File: config.mk
export PLATFORM = sky130hd
export DESIGN_NAME = rx_gate_delay
export DESIGN_NICKNAME = d
export VERILOG_FILES = /design/src/rtl/rx_gate_pkg.sv /design/src/rtl/gate_len_hold.sv /design/src/rtl/gate_timer.sv /design/src/rtl/rx_gate_delay.sv
export SDC_FILE = /design/constraint.sdc
export NUM_CORES = 1
export LEC_CHECK = 0
export ABC_AREA = 1
export BUFFER_PORTS_ARGS = -buffer_cell sky130_fd_sc_hd__buf_2
export CORE_MARGIN = 3
export CORE_UTILIZATION = 63
export DETAILED_ROUTE_END_ITERATION = 10
export PLACE_DENSITY = 0.85
export SYNTH_ARGS = -nofsm -noshare
export SYNTH_HDL_FRONTEND = slang
export SYNTH_HIERARCHICAL = 1
export SYNTH_SLANG_ARGS = --single-unit
File: constraint.sdc
create_clock -name clk -period 4.3 [get_ports clk]
set_input_delay 0.86 -clock clk [delete_from_list [all_inputs] [get_ports clk]]
set_output_delay 0.86 -clock clk [all_outputs]
set_load 0.02 [all_outputs]
File: src/rtl/rx_gate_pkg.sv
package rx_gate_pkg;

    localparam int DLY_W_DEF = 10;
    localparam int LEN_W_DEF = 6;

    typedef enum logic [1:0] {
        GS_IDLE = 2'd0,
        GS_WAIT = 2'd1,
        GS_OPEN = 2'd2
    } gate_state_e;

    // State entered when a strobe is accepted.
    function automatic gate_state_e entry_state(input logic dly_zero, input logic len_zero);
        if (len_zero)
            return GS_IDLE;
        else if (dly_zero)
            return GS_OPEN;
        else
            return GS_WAIT;
    endfunction

endpackage

File: src/rtl/gate_len_hold.sv
module gate_len_hold #(
    parameter int LEN_W = rx_gate_pkg::LEN_W_DEF
) (
    input  logic             clk,
    input  logic             rst,
    input  logic             load,
    input  logic [LEN_W-1:0] len_in,
    output logic [LEN_W-1:0] len_q
);
    always_ff @(posedge clk) begin
        if (rst)
            len_q <= '0;
        else if (load)
            len_q <= len_in;
    end
endmodule

File: src/rtl/gate_timer.sv
module gate_timer
    import rx_gate_pkg::*;
#(
    parameter int DLY_W = DLY_W_DEF,
    parameter int LEN_W = LEN_W_DEF
) (
    input  logic             clk,
    input  logic             rst,
    input  logic             start,
    input  logic [DLY_W-1:0] dly_now,
    input  logic [LEN_W-1:0] len_now,
    input  logic [LEN_W-1:0] len_held,
    output logic             open
);
    localparam int CNT_W = (DLY_W > LEN_W) ? DLY_W : LEN_W;

    gate_state_e      state;
    logic [CNT_W-1:0] cnt;
    logic [CNT_W-1:0] start_cnt;

    // Counter preload on a strobe: the remaining ticks of the first phase minus one.
    always_comb begin
        if (len_now == '0)
            start_cnt = '0;
        else if (dly_now == '0)
            start_cnt = CNT_W'(len_now) - CNT_W'(1);
        else
            start_cnt = CNT_W'(dly_now) - CNT_W'(1);
    end

    always_ff @(posedge clk) begin
        if (rst) begin
            state <= GS_IDLE;
            cnt   <= '0;
        end else if (start) begin
            state <= entry_state(dly_now == '0, len_now == '0);
            cnt   <= start_cnt;
        end else begin
            unique case (state)
                GS_WAIT: begin
                    if (cnt == '0) begin
                        state <= GS_OPEN;
                        cnt   <= CNT_W'(len_held) - CNT_W'(1);
                    end else begin
                        cnt <= cnt - CNT_W'(1);
                    end
                end
                GS_OPEN: begin
                    if (cnt == '0)
                        state <= GS_IDLE;
                    else
                        cnt <= cnt - CNT_W'(1);
                end
                default: begin
                    state <= GS_IDLE;
                end
            endcase
        end
    end

    assign open = (state == GS_OPEN);
endmodule

File: src/rtl/rx_gate_delay.sv
module rx_gate_delay
    import rx_gate_pkg::*;
#(
    parameter int DLY_W = DLY_W_DEF,
    parameter int LEN_W = LEN_W_DEF
) (
    input  logic             clk,
    input  logic             rst,
    input  logic             burst_start,
    input  logic [LEN_W-1:0] pulse_len,
    input  logic [DLY_W-1:0] gate_dly,
    output logic             gate
);
    logic [LEN_W-1:0] len_held;

    gate_len_hold #(.LEN_W(LEN_W)) u_len (
        .clk    (clk),
        .rst    (rst),
        .load   (burst_start),
        .len_in (pulse_len),
        .len_q  (len_held)
    );

    gate_timer #(.DLY_W(DLY_W), .LEN_W(LEN_W)) u_timer (
        .clk      (clk),
        .rst      (rst),
        .start    (burst_start),
        .dly_now  (gate_dly),
        .len_now  (pulse_len),
        .len_held (len_held),
        .open     (gate)
    );
endmodule

==> metrics.cfg <==
[yosys]
synth-async-reset-ratio=0
synth_cell_type_count=26
ys.flop_type=dfxtp_1
synth_common_cells=nand2_1, nor2_1, inv_1
synth-compound-area-share=0.0784
synth_area_leaders=dfxtp_1, nand2_1, nor2_1
synth_area_um2=1770
synth_top_family_by_area=simple AND/OR/NAND/NOR gates
synthMuxAreaShare=0
yosysTopAreaCell=dfxtp_1
ys_seq_area_frac=0.204
syn_inst=312
synthAdderAreaFrac=0.0353
synth-seq-cells=18
syn_nets=336
synth_top_area_share=0.204
ys_warn_count=6
synth.most_common_cell=nand2_1
yosys.area_share.simple=0.517
synth_edf_count=0
synth.avg_cell_area_um2=5.67
synth-xor-area-share=0.0346

[clock_tree]
cts_setup_buffers=0
cts_hold_buf=0
post_cts_resized=0
htreeDepth=1
numCtsBuffers=3
clockBufferDepth=2
cts.sinks=18
clk_latency_ns=0.29
cts_root_buffer=clkbuf_4
clk_pin_slew_ns=0.11
cts_tree=yes

[routing]
drc=0
ant_nets=0
drtIter0Drc=121
dr.pass1.iters=4
wl_per_cell_um=10.7
num_vias=1815
drt-total-wl_mm=3.87
vias_per_cell=5.01

[pwr]
power.density_nw_per_um2=271
max-vdd-ir-drop_mv=0.205
p_total_uw=517
total_leakage_power_nw=1.05

[worst_setup_path]
end_kind=flip-flop
crit_path_max_incr_delay_ns=0.18
reg2reg_depth=11
arrival_ns=2.21
r2r_start=u_timer/cnt[0]$_SDFFE_PP0P_
critPathBufInv=3
critPathTopFamily=simple AND/OR/NAND/NOR gates
r2r_end=u_timer/cnt[2]$_SDFFE_PP0P_
worstSetupStartpointType=primary input
cp-startpoint=pulse_len[0]
r2r_slack_ns=2.55
critPathMaxFanout=6
cpMostUsedCell=nand2_1
path_class=primary input to flip-flop
path_cells=buf_2, inv_1, ha_1, nand2_1, nor2_1, nand2_1, nand2_1, inv_2, nand2_1, nor2_1, nor2_1, a21oi_1
critPathSlowestCell=ha_1
crit_required_ns=4.49

[global_route]
antenna_found_initial=0
grt_max_degree=17
grt_pass1_wl_mm=6.55
grt_overflow_total=0
grt_pass1_vias=1571
track_usage=0.237

[final_layout]
regArea_um2=360
final.fill_count=261
final_nets=357
drive_gt1_frac=0.169
syn2layout_area_growth_pct=7.99
antenna_cells=0
instances_no_fill=362
multi_input_area_um2=1180

[floorplan]
io_pins=20
design.core.area_um2=2570
fp.dieH_um=59.0
die_w_um=59.0
initial_utilization=0.690
rows=18
dieArea_um2=3480

[timing]
relSlewSlack=0.710
hold_viol=0
fin_crit_sh=0.470
rsz0062_at_grt=false
fmax_mhz=494
maxSlewViolCount=0
finalSetupTns_ns=0
finClkSkew_ns=0.00262
tightestPinTransition_ns=0.435
setup_viol=0
period_needed_ns=2.02

[place]
place.port_buffers=19
dpl.hpwl_mm=3.12
dp_cells=358
gp_congestion=0.895

[min_path]
hp-class=flip-flop to flip-flop
hp-start=u_len/len_q[0]$_SDFFE_PP0P_
hold_path_depth=2
min_to=u_len/len_q[0]$_SDFFE_PP0P_

[outcome]
status=completed

[run]
drv_cap=0

power by group:
group / internal [mW] / total [mW] / switching (mW)
sequential: 0.183 / 0.201 / 0.0181
combinational: 0.0767 / 0.211 / 0.134
clock: 0.0515 / 0.105 / 0.0536
per-stage QoR:
step                hold slack, ns   util  cell area [um^2]  worst slack, ns
floorplan                    0.449      -              1770             2.33
global placement             0.458  0.731              1880             2.06
detailed placement           0.467  0.731              1880             2.01
CTS                          0.485  0.745              1910             2.32
global route                 0.516  0.745              1910             2.13
finish                       0.484  0.745              1910             2.28
worst max path at each step:
stage | to | slack, ns | cells after the start
2_1_floorplan | u_timer/cnt[7]$_SDFFE_PP0P_ | 2.33 | 11
3_3_place_gp | u_timer/cnt[8]$_SDFFE_PP0P_ | 2.06 | 12
3_5_place_dp | u_timer/cnt[8]$_SDFFE_PP0P_ | 2.01 | 12
4_1_cts | u_timer/cnt[8]$_SDFFE_PP0P_ | 2.32 | 12
5_1_grt | u_timer/cnt[7]$_SDFFE_PP0P_ | 2.13 | 12
6_report | u_timer/cnt[8]$_SDFFE_PP0P_ | 2.28 | 12
worst register-to-register path, delay by kind of cell (launching register included):
kind	cells	cell delay [ns]
AND/OR/NAND/NOR	7	0.69
adder cells (fa/ha/maj)	1	0.26
AO/OA/AOI/OAI	1	0.16
flip-flops	1	0.36
buffers and inverters	2	0.18
logic make-up (layout without fill, tap and decap cells):
family,after synthesis,in the layout
and+or+nand+nor,199,199
xor gates and xnor gates,7,7
AOI/OAI and AO/OA,27,27
DFF,18,18
adders and majority gates,5,5
buffers and inverters,56,76
sequential cells by signal, indices dropped and copies added, names as in the netlist:
signal and flops:
u_timer/state 2, u_len/len_q 6, u_timer/cnt 10
layout make-up:
cell class / count / area share
clock buffer: 4 / 0.0190
tap: 30 / 0.0196
sequential: 18 / 0.188
inverter: 53 / 0.107
timing repair buffer: 19 / 0.0497
multi-input combinational: 238 / 0.616
cell usage in the layout (no fill, tap or decap):
cell	Yosys	layout
o21ai_0	5	5
dfxtp_1	18	18
buf_2	1	19
inv_2	12	12
nand3_1	27	27
xor2_1	5	5
nand2_4	3	3
or2_2	1	1
clkbuf_8	0	1
nor2_4	3	3
nor2_2	3	3
xnor2_1	2	2
nand2_1	88	88
inv_1	40	40
nand3_2	1	1
o21ai_1	12	12
clkbuf_4	0	3
nand2_2	4	4
nand3_4	3	3
nor2_8	1	1
a21oi_1	9	9
nand4_1	2	2
nor3_1	1	1
ha_1	5	5
nor2_1	62	62
clkinv_4	1	1
a21oi_2	1	1
routing by layer:
layer / global-route usage / up-vias / share of wire
met3: 0.0131 / 2 / 0.060
met4: 0.0485 / 0 / 0.0059
met1: 0.340 / 766 / 0.49
met5: 0 / - / 0
met2: 0.391 / 53 / 0.44
li1: - / 994 / -
No activity file was read; power rests on OpenSTA's default activity.
